[src/rtl/lane_steer_pkg.sv]
package lane_steer_pkg;
  typedef enum logic [1:0] {
    SZ_BYTE = 2'd0,
    SZ_HALF = 2'd1,
    SZ_WORD = 2'd2,
    SZ_RSVD = 2'd3
  } size_e;

  localparam int DIGITS  = 4;
  localparam int DIGIT_W = 2;
  localparam int SEL_W   = DIGITS * DIGIT_W;

  typedef struct packed {
    logic       ok;
    logic       is_load;
    logic [1:0] size;
    logic [1:0] shift;
  } dec_t;
endpackage

[src/rtl/sel_encoder.sv]
module sel_encoder
  import lane_steer_pkg::*;
(
  input  logic             is_store,
  input  logic [1:0]       size,
  input  logic [1:0]       offset,
  output logic [SEL_W-1:0] sel
);
  // digit k occupies bits 2k+1:2k
  always_comb begin
    sel = '0;
    unique case ({is_store, size, offset})
      {1'b0, SZ_WORD, 2'd0}: sel = 8'h02;
      {1'b0, SZ_HALF, 2'd0}: sel = 8'h08;
      {1'b0, SZ_HALF, 2'd2}: sel = 8'h20;
      {1'b0, SZ_BYTE, 2'd0}: sel = 8'h80;
      {1'b0, SZ_BYTE, 2'd1}: sel = 8'h01;
      {1'b0, SZ_BYTE, 2'd2}: sel = 8'h04;
      {1'b0, SZ_BYTE, 2'd3}: sel = 8'h10;
      {1'b1, SZ_WORD, 2'd0}: sel = 8'h40;
      {1'b1, SZ_HALF, 2'd0}: sel = 8'h05;
      {1'b1, SZ_HALF, 2'd2}: sel = 8'h11;
      {1'b1, SZ_BYTE, 2'd0}: sel = 8'h41;
      {1'b1, SZ_BYTE, 2'd1}: sel = 8'h14;
      {1'b1, SZ_BYTE, 2'd2}: sel = 8'h44;
      {1'b1, SZ_BYTE, 2'd3}: sel = 8'h50;
      default:               sel = '0;
    endcase
  end
endmodule

[src/rtl/sel_decoder.sv]
module sel_decoder
  import lane_steer_pkg::*;
(
  input  logic [SEL_W-1:0] sel,
  output logic             code_ok,
  output dec_t             dec
);
  logic [DIGITS-1:0] digit_in_range;
  logic [3:0]        part_sum [DIGITS+1];
  dec_t              raw;

  assign part_sum[0] = '0;
  generate
    for (genvar k = 0; k < DIGITS; k++) begin : g_digit
      logic [DIGIT_W-1:0] d;
      assign d                 = sel[k*DIGIT_W +: DIGIT_W];
      assign digit_in_range[k] = (d != 2'd3);
      assign part_sum[k+1]     = part_sum[k] + {2'b00, d};
    end
  endgenerate

  assign code_ok = (&digit_in_range) &&
                   (part_sum[DIGITS] == 4'd1 || part_sum[DIGITS] == 4'd2);

  always_comb begin
    raw = '0;
    unique case (sel)
      8'h02: raw = '{ok: 1'b1, is_load: 1'b1, size: SZ_WORD, shift: 2'd0};
      8'h08: raw = '{ok: 1'b1, is_load: 1'b1, size: SZ_HALF, shift: 2'd0};
      8'h20: raw = '{ok: 1'b1, is_load: 1'b1, size: SZ_HALF, shift: 2'd2};
      8'h80: raw = '{ok: 1'b1, is_load: 1'b1, size: SZ_BYTE, shift: 2'd0};
      8'h01: raw = '{ok: 1'b1, is_load: 1'b1, size: SZ_BYTE, shift: 2'd1};
      8'h04: raw = '{ok: 1'b1, is_load: 1'b1, size: SZ_BYTE, shift: 2'd2};
      8'h10: raw = '{ok: 1'b1, is_load: 1'b1, size: SZ_BYTE, shift: 2'd3};
      8'h40: raw = '{ok: 1'b1, is_load: 1'b0, size: SZ_WORD, shift: 2'd0};
      8'h05: raw = '{ok: 1'b1, is_load: 1'b0, size: SZ_HALF, shift: 2'd0};
      8'h11: raw = '{ok: 1'b1, is_load: 1'b0, size: SZ_HALF, shift: 2'd2};
      8'h41: raw = '{ok: 1'b1, is_load: 1'b0, size: SZ_BYTE, shift: 2'd0};
      8'h14: raw = '{ok: 1'b1, is_load: 1'b0, size: SZ_BYTE, shift: 2'd1};
      8'h44: raw = '{ok: 1'b1, is_load: 1'b0, size: SZ_BYTE, shift: 2'd2};
      8'h50: raw = '{ok: 1'b1, is_load: 1'b0, size: SZ_BYTE, shift: 2'd3};
      default: raw = '0;
    endcase
  end

  // a case is taken only if the digit checks agree with the table
  always_comb begin
    dec    = raw;
    dec.ok = raw.ok && code_ok;
  end
endmodule

[src/rtl/lane_mux.sv]
module lane_mux
  import lane_steer_pkg::*;
#(
  parameter int DATA_W = 32,
  localparam int LANES = DATA_W / 8
) (
  input  dec_t              dec,
  input  logic [DATA_W-1:0] src,
  input  logic [DATA_W-1:0] prev,
  output logic [DATA_W-1:0] result
);
  logic [7:0] src_b  [LANES];
  logic [7:0] prev_b [LANES];

  generate
    for (genvar i = 0; i < LANES; i++) begin : g_lane
      logic [1:0] ld_idx;
      logic [1:0] st_idx;
      logic       in_half;
      logic [7:0] ld_byte;
      logic [7:0] st_byte;

      assign src_b[i]  = src[i*8 +: 8];
      assign prev_b[i] = prev[i*8 +: 8];
      assign ld_idx    = dec.shift + 2'(i);
      assign st_idx    = 2'(i) - dec.shift;
      assign in_half   = (2'(i) == dec.shift) || (2'(i) == dec.shift + 2'd1);

      always_comb begin
        unique case (dec.size)
          SZ_BYTE: ld_byte = (i == 0) ? src_b[dec.shift] : 8'h00;
          SZ_HALF: ld_byte = (i < 2) ? src_b[ld_idx] : 8'h00;
          default: ld_byte = src_b[i];
        endcase
        unique case (dec.size)
          SZ_BYTE: st_byte = (2'(i) == dec.shift) ? src_b[0] : prev_b[i];
          SZ_HALF: st_byte = in_half ? src_b[st_idx] : prev_b[i];
          default: st_byte = src_b[i];
        endcase
      end

      assign result[i*8 +: 8] = dec.is_load ? ld_byte : st_byte;
    end
  endgenerate
endmodule

[src/rtl/lane_steer_unit.sv]
module lane_steer_unit
  import lane_steer_pkg::*;
#(
  parameter int DATA_W = 32
) (
  input  logic              clk,
  input  logic              rst,
  input  logic              in_valid,
  input  logic [2:0]        in_op,
  input  logic [1:0]        in_offset,
  input  logic [DATA_W-1:0] in_src,
  input  logic [DATA_W-1:0] in_prev,
  output logic              out_valid,
  output logic              out_err,
  output logic [DATA_W-1:0] out_data,
  output logic              out_is_load,
  output logic [1:0]        out_ld_shift,
  output logic [1:0]        out_st_shift
);
  logic [SEL_W-1:0]  sel;
  logic              code_ok;
  dec_t              dec;
  logic [DATA_W-1:0] merged;

  sel_encoder u_enc (
    .is_store (in_op[2]),
    .size     (in_op[1:0]),
    .offset   (in_offset),
    .sel      (sel)
  );

  sel_decoder u_dec (
    .sel     (sel),
    .code_ok (code_ok),
    .dec     (dec)
  );

  lane_mux #(.DATA_W(DATA_W)) u_mux (
    .dec    (dec),
    .src    (in_src),
    .prev   (in_prev),
    .result (merged)
  );

  always_ff @(posedge clk) begin
    if (rst) begin
      out_valid    <= 1'b0;
      out_err      <= 1'b0;
      out_data     <= '0;
      out_is_load  <= 1'b0;
      out_ld_shift <= '0;
      out_st_shift <= '0;
    end else begin
      out_valid <= in_valid && dec.ok;
      out_err   <= in_valid && !dec.ok;
      if (in_valid && dec.ok) begin
        out_data     <= merged;
        out_is_load  <= dec.is_load;
        out_ld_shift <= dec.is_load ? dec.shift : 2'd0;
        out_st_shift <= dec.is_load ? 2'd0 : dec.shift;
      end
    end
  end


  sel_digits_chk: assert property (@(posedge clk) disable iff (rst)
    (in_valid && sel != '0) |-> code_ok);


  valid_src_chk: assert property (@(posedge clk) disable iff (rst)
    out_valid |-> $past(in_valid));


  err_excl_chk: assert property (@(posedge clk) disable iff (rst)
    !(out_valid && out_err));


  idle_hold_chk: assert property (@(posedge clk) disable iff (rst)
    !in_valid |=> (!out_valid && !out_err && $stable(out_data)));


  shift_side_chk: assert property (@(posedge clk) disable iff (rst)
    out_valid |-> (out_is_load ? (out_st_shift == 2'd0) : (out_ld_shift == 2'd0)));
endmodule

[config.mk]
export PLATFORM = sky130hd
export DESIGN_NAME = lane_steer_unit
export DESIGN_NICKNAME = d
export VERILOG_FILES = /design/src/rtl/lane_steer_pkg.sv /design/src/rtl/sel_encoder.sv /design/src/rtl/sel_decoder.sv /design/src/rtl/lane_mux.sv /design/src/rtl/lane_steer_unit.sv
export SDC_FILE = /design/constraint.sdc
export NUM_CORES = 1
export LEC_CHECK = 0
export BUFFER_PORTS_ARGS = -buffer_cell sky130_fd_sc_hd__buf_2
export CAP_MARGIN = 20
export CELL_PAD_IN_SITES_DETAIL_PLACEMENT = 0
export CELL_PAD_IN_SITES_GLOBAL_PLACEMENT = 1
export CORE_UTILIZATION = 35
export DETAILED_ROUTE_END_ITERATION = 10
export PLACE_DENSITY = 0.8
export SLEW_MARGIN = 20
export SYNTH_ARGS = -nofsm -noshare
export SYNTH_HDL_FRONTEND = slang
export SYNTH_SLANG_ARGS = --single-unit
[constraint.sdc]
create_clock -name clk -period 4.7 [get_ports clk]
set_input_delay 0.94 -clock clk [delete_from_list [all_inputs] [get_ports clk]]
set_output_delay 0.94 -clock clk [all_outputs]
set_load 0.02 [all_outputs]
Word-level counts from Yosys, hierarchy flattened
Memories as Yosys holds them, arrays and structs flattened.
Index checks and enable logic that the tools add are counted.
{ "totals": {"memories": 1, "regBits": 39, "mem_bits_ro": 256, "word_cells": 110} }
{ "memory_table": {"columns": ["memory", "depth", "width", "read_ports", "rd_clocked_by_memory_dff", "write_ports", "line", "text"], "rows": [
  ["(no name shown)", 32, 8, 1, 0, 0, "sel_encoder.sv:12", "unique case ({is_store, size, offset})"]
]} }
{ "op_classes": {"magnitude_cmp": 6, "eq_ne": 27, "n_bitwise": 6, "n_mux": 41, "reduce_logical": 15, "addsub": 8} }
{ "ops": {"columns": ["operator", "count"], "rows": [
  ["2-to-1 mux 8 bit", 27],
  ["binary-select mux 8 bit (select 2 bit)", 6],
  ["case mux 6 bit (14 select lines)", 1],
  ["case mux 8 bit (2 select lines)", 5],
  ["equality test 8 x 7 -> 1 bit (second input constant)", 4],
  ["equality test 8 x 5 -> 1 bit (second input constant)", 3],
  [">= comparator 3 bit (second input constant)", 6],
  ["NOT 2 -> 3 bit", 6],
  ["equality test 8 x 3 -> 1 bit (second input constant)", 2],
  ["adder 4 x 2 -> 4 bit", 2],
  ["equality test 2 bit (first input constant)", 4],
  ["equality test 8 x 1 -> 1 bit (second input constant)", 1],
  ["equality test 8 x 2 -> 1 bit (second input constant)", 1],
  ["equality test 8 x 4 -> 1 bit (second input constant)", 1],
  ["equality test 8 x 6 -> 1 bit (second input constant)", 1],
  ["equality test 8 bit (second input constant)", 1],
  ["inequality test 2 bit (second input constant)", 4],
  ["logical NOT 2 bit", 3],
  ["logical OR 1 bit", 5],
  ["equality test 1 x 2 -> 1 bit (first input constant)", 2],
  ["equality test 4 x 1 -> 1 bit (second input constant)", 1],
  ["equality test 4 x 2 -> 1 bit (second input constant)", 1],
  ["logical AND 1 bit", 4],
  ["2-to-1 mux 2 bit", 2],
  ["8 further kinds", 10]
]} }

Depth between registers and ports, before layout
An unclocked memory read counts as a cell.
{ "logic_depth": {"ltp_word": 11, "mapped_depth": 20, "ltp_nobuf": 17} }

Hierarchy
From an unflattened synthesis, not the netlist that was laid out.
{ "unflattened": {"hier_cells": 541, "area_unflattened_um2": 4857.2} }
{ "modules_own_cells": {"columns": ["module", "area_each_um2", "cells_each", "seq_area_each_um2", "instances"], "rows": [
  ["lane_mux", 2464.9, 275, 0.0, 1],
  ["lane_steer_unit", 1649.1, 173, 780.7, 1],
  ["sel_decoder", 509.2, 65, 0.0, 1],
  ["sel_encoder", 234.0, 28, 0.0, 1]
]} }

Worst setup path after synthesis
Ideal clock, no wire load.
{ "synth_timing": {"kind": "input-to-reg", "startpoint": "input port in_offset[0]", "endpoint": "register out_data[15]", "slack_ps": 82, "cell_stages": 18, "arrival_time_ps": 4527, "setup_time_ps": 91, "cell_sequence": "inv_1 -> ha_1 -> mux2i_1 -> o21ai_2 -> and2_1 -> buf_2 -> ha_1 -> fa_1 -> fa_1 -> ha_1 -> inv_1 -> fa_1 -> and3_1 -> and2_1 -> and2_1 -> buf_2 -> buf_2 -> a311oi_1"} }
{ "synth_via": {"elab_chain_cells": 11} }
{ "synth_lines": {"columns": ["element", "line", "text"], "rows": [
  ["from (decl)", "lane_steer_unit.sv:10", "input logic [1:0] in_offset,"],
  ["memory (32 x 8 bit) (*)", null, null],
  ["equality test 8 x 7 -> 1 bit, or another cell as far along", "sel_decoder.sv:27", "unique case (sel)"],
  ["case mux 6 bit (14 select lines)", "sel_decoder.sv:27", null],
  ["subtractor 1 x 2 -> 2 bit", "lane_mux.sv:26", "assign st_idx = 2'(i) - dec.shift;"],
  ["NOT 2 -> 3 bit (not written as such)", "lane_mux.sv:37", "SZ_HALF: st_byte = in_half ? src_b[st_idx] : prev_b[i];"],
  ["binary-select mux 8 bit (select 2 bit)", "lane_mux.sv:37", null],
  ["2-to-1 mux 8 bit (not written as such) (2 in a row)", "lane_mux.sv:37", null],
  ["2-to-1 mux 8 bit", "lane_mux.sv:37", null],
  ["case mux 8 bit (2 select lines)", "lane_mux.sv:35", "unique case (dec.size)"],
  ["2-to-1 mux 8 bit", "lane_mux.sv:42", "assign result[i*8 +: 8] = dec.is_load ? ld_byte : st_byte;"],
  ["to (signal assigned)", "lane_steer_unit.sv:57", "out_data <= merged;"],
  ["to (decl)", "lane_steer_unit.sv:15", "output logic [DATA_W-1:0] out_data,"]
]} }
Mark *: on every way between the ends. The rest lies on a longest branch, timed or not. The select of a mux whose other input is x is not followed.
A chain may end at the register's enable or synchronous reset.

Worst setup path after layout
{ "layout_timing": {"startpoint": "input port in_offset[0]", "endpoint": "register out_data[27]"} }
{ "layout_via": {"elab_chain_cells": 11} }
{ "layout_lines": {"columns": ["element", "line"], "rows": [
  ["memory (32 x 8 bit) (*)", null],
  ["equality test 8 x 7 -> 1 bit, or another cell as far along", "sel_decoder.sv:27"],
  ["case mux 6 bit (14 select lines)", "sel_decoder.sv:27"],
  ["subtractor 2 bit", "lane_mux.sv:26"],
  ["NOT 2 -> 3 bit (not written as such)", "lane_mux.sv:37"],
  ["binary-select mux 8 bit (select 2 bit)", "lane_mux.sv:37"],
  ["2-to-1 mux 8 bit (not written as such) (2 in a row)", "lane_mux.sv:37"],
  ["2-to-1 mux 8 bit", "lane_mux.sv:37"],
  ["case mux 8 bit (2 select lines)", "lane_mux.sv:35"],
  ["2-to-1 mux 8 bit", "lane_mux.sv:42"]
]} }
Marked as above.

==> results.txt <==
Status: finished, final reports clean
CTS Sinks: 39
Core ar.: 11400 µm²
CP Launch Point: in_offset[0]
Final ANT Viol Nets: 0
P&R area growth vs syn: 31.4%
Slew @ Worst Pin: 912 ps
FF-to-FF Start: out_data[31]
# port buffers: 110
Clk root buf: clkbuf_16
Hold_ws: 471 ps
Post-synth top area cell: dfxtp_1
Yosys warns: 0
Final net count: 763
CP Capture Type: flip-flop
Metal3 WL: 1.59 mm
Met1 WL: 6.81 mm
Synth area leaders: dfxtp_1 19%, nand2_1 6.5%, a21oi_1 5.8%
CP Class: in -> reg
Total GRT Usage: 0.258
Mux share of post-synthesis cell area: 0.102
CTS Buffer Depth: 2
Synth Area in Adders: 0.0566
Compound-cell area share of the yosys netlist: 0.332
Top FF cell, synth: dfxtp_1
Post-detailed-placement half-perimeter wirelength: 11.8 mm
Xor/xnor cell area share of the yosys netlist: 0.00431
Sequential area share after synthesis: 0.192
Die width: 110 µm
Drt drc: 0
Synth cell types: 68
Total number of vias: 4956
Top Layer Used: met4
HP Class: reg -> reg
Clock buffer count from CTS: 5
Final setup fails: 0
Syn nets: 628
Critical-path maximum fanout: 11
Final Skew: 0 ps
# fillers: 1156
Largest family of logic cells by synthesized area: compound AO/OA/AOI/OAI gates
Fmax: 219 MHz
Initial Util: 0.358
Slew Viols, Final: 0
Drt total wl: 15.8 mm
Post-synth ARST share: 0
DR vias/cell: 6.05
PwrDens: 273 nW/µm²
DIE HEIGHT: 110 µm
Synth top area share: 0.192
Fin crit period: 4560 ps
RePlAce Congestion: 0.911
Maximum VDD drop: 0.209 mV
TNS Setup: 0 ps
Die ar.: 12100 µm²
Share of layout cells above drive strength 1: 0.337
Ant. Diodes: 0
Arr. time, crit path: 4720 ps
Commonest non-fill, non-tap cell in the layout: buf_2
Worst path required time: 4860 ps
Slew HR: 0.383
Row count: 39
First drt pass iteration count: 5
Most frequent cells in the layout: 110 x buf_2, 70 x nand2_1, 56 x buf_4
Synthesized area: 4070 µm²
Final worst path period share: 0.971
DRT iter0 DRCs: 505
Wire per inst: 19.3 µm
Post-Synth Simple-Gate Area: 0.242
Clk slew on worst S/H paths: 60 ps
Global-route wire length before repair: 24.1 mm
Mean Syn Cell Area: 7.54 µm²
Largest net degree at the start of global routing: 40
Leak Pwr: 2.28 nW
Initial antenna violation count: 0
Worst Hold Launch: out_ld_shift[0]
Met2 routed WL: 7.06 mm
RSZ-0062 raised after global routing: true
Fin. Hold Viols: 0
Startpoint Class: primary input
Vias in the first global route: 4527
Max-Cap Viols: 0
H-tree lvl count: 2
Count of state elements after synthesis: 39
Total grt overflow: 0
IO Pins: 111
Post-Synthesis Cells: 540
CTS tree: done
Number of flops mapped to enable cells by yosys: 0
Clk_lat worst skew: 280 ps
==> cells by family after synthesis <==
family	after synthesis
and+or+nand+nor	206
adders and majority gates	16
muxes	29
buffers and inverters	62
AOI/OAI and AO/OA	186
xor gates and xnor gates	2
DFF	39
==> sequential cells by signal, indices dropped and copies added (netlist names) <==
register and cells:
out_data 32, out_ld_shift 2, out_st_shift 2, out_err 1, out_is_load 1, out_valid 1
==> worst paths after layout <==
check	depth (start not counted)	slack, ps	endpoint
setup reg to reg	2	3950	out_data[31]
setup / recovery	18	140	out_data[27]
hold reg to reg	2	470	out_ld_shift[0]
hold / removal	2	470	out_ld_shift[0]
==> what timing repair did <==
item,CTS,global route
pin swaps,0,4
resized for setup,6,18
hold buffers,0,0
buffers inserted,0,2
setup endpoints to repair,3,31
==> cells in the mapped netlist (2+ instances only) <==
library cell and count:
nand3_1 8, o211ai_1 4, ha_1 12, a221oi_1 21, nor4b_1 2, o21ai_0 20
buf_2 12, nand3b_1 3, nor3b_1 3, mux4_2 8, and2_1 6, o21ai_1 4
xnor2_1 2, clkbuf_1 20, a211oi_1 21, a32o_1 7, o21ai_2 3, fa_1 4
mux2i_1 18, a311oi_1 16, nand2_1 70, a31oi_1 4, a21oi_1 47, nor2_1 52
dfxtp_1 39, or4_1 2, o21a_1 2, inv_2 2, buf_6 4, inv_1 17
a31o_2 7, nor3_1 21, nor2b_1 10, a2111oi_0 8, a211o_1 2, mux2i_2 2
buf_1 3, a22oi_1 7, nand2b_1 18
==> power by group <==
part           internal [W]  leakage (nW)  switching (W)
clock              0.000251        0.0838       0.000152
sequential         0.000367         0.317      0.0000198
combinational      0.000272          1.88       0.000399
==> metal layers <==
layer	vias up	GRT usage
li1	2309	-
met1	2329	0.372
met2	290	0.394
met3	28	0.0356
met4	0	0.0838
met5	-	0
==> final cells by class <==
type	count	area, µm²	share of cell area
well taps	143	179	0.0335
clock inverters	3	43.8	0.00819
repair buffers	169	1030	0.193
multi-input cells	439	3100	0.580
inverters	21	83.8	0.0157
clock buffers	5	125	0.0234
flip-flops and latches	39	781	0.146
==> worst max-delay path: stages <==
cell and delay, ps:
buf_2 120, inv_1 80, buf_4 110, ha_2 180, mux2i_2 80, a211oi_2 280
ha_2 220, fa_1 420, fa_1 500, ha_1 150, inv_1 50, fa_1 470
and3_1 200, and2_4 170, nand2_4 100, buf_4 210, a221oi_1 280, a22oi_1 140
==> per-stage QoR <==
step                      power (W)  std cells   util  setup WS [ps]  cell area, µm²
final                       0.00146        819  0.470            136            5350
after CTS                   0.00144        817  0.463          -9.97            5260
after floorplan            0.000793        540      -           81.9            4070
after detailed placement    0.00103        809  0.447           -479            5080
after global routing        0.00154        819  0.470          -31.2            5350
after global placement      0.00102        809  0.447           -399            5080
Power figures use the tool's default switching activity.
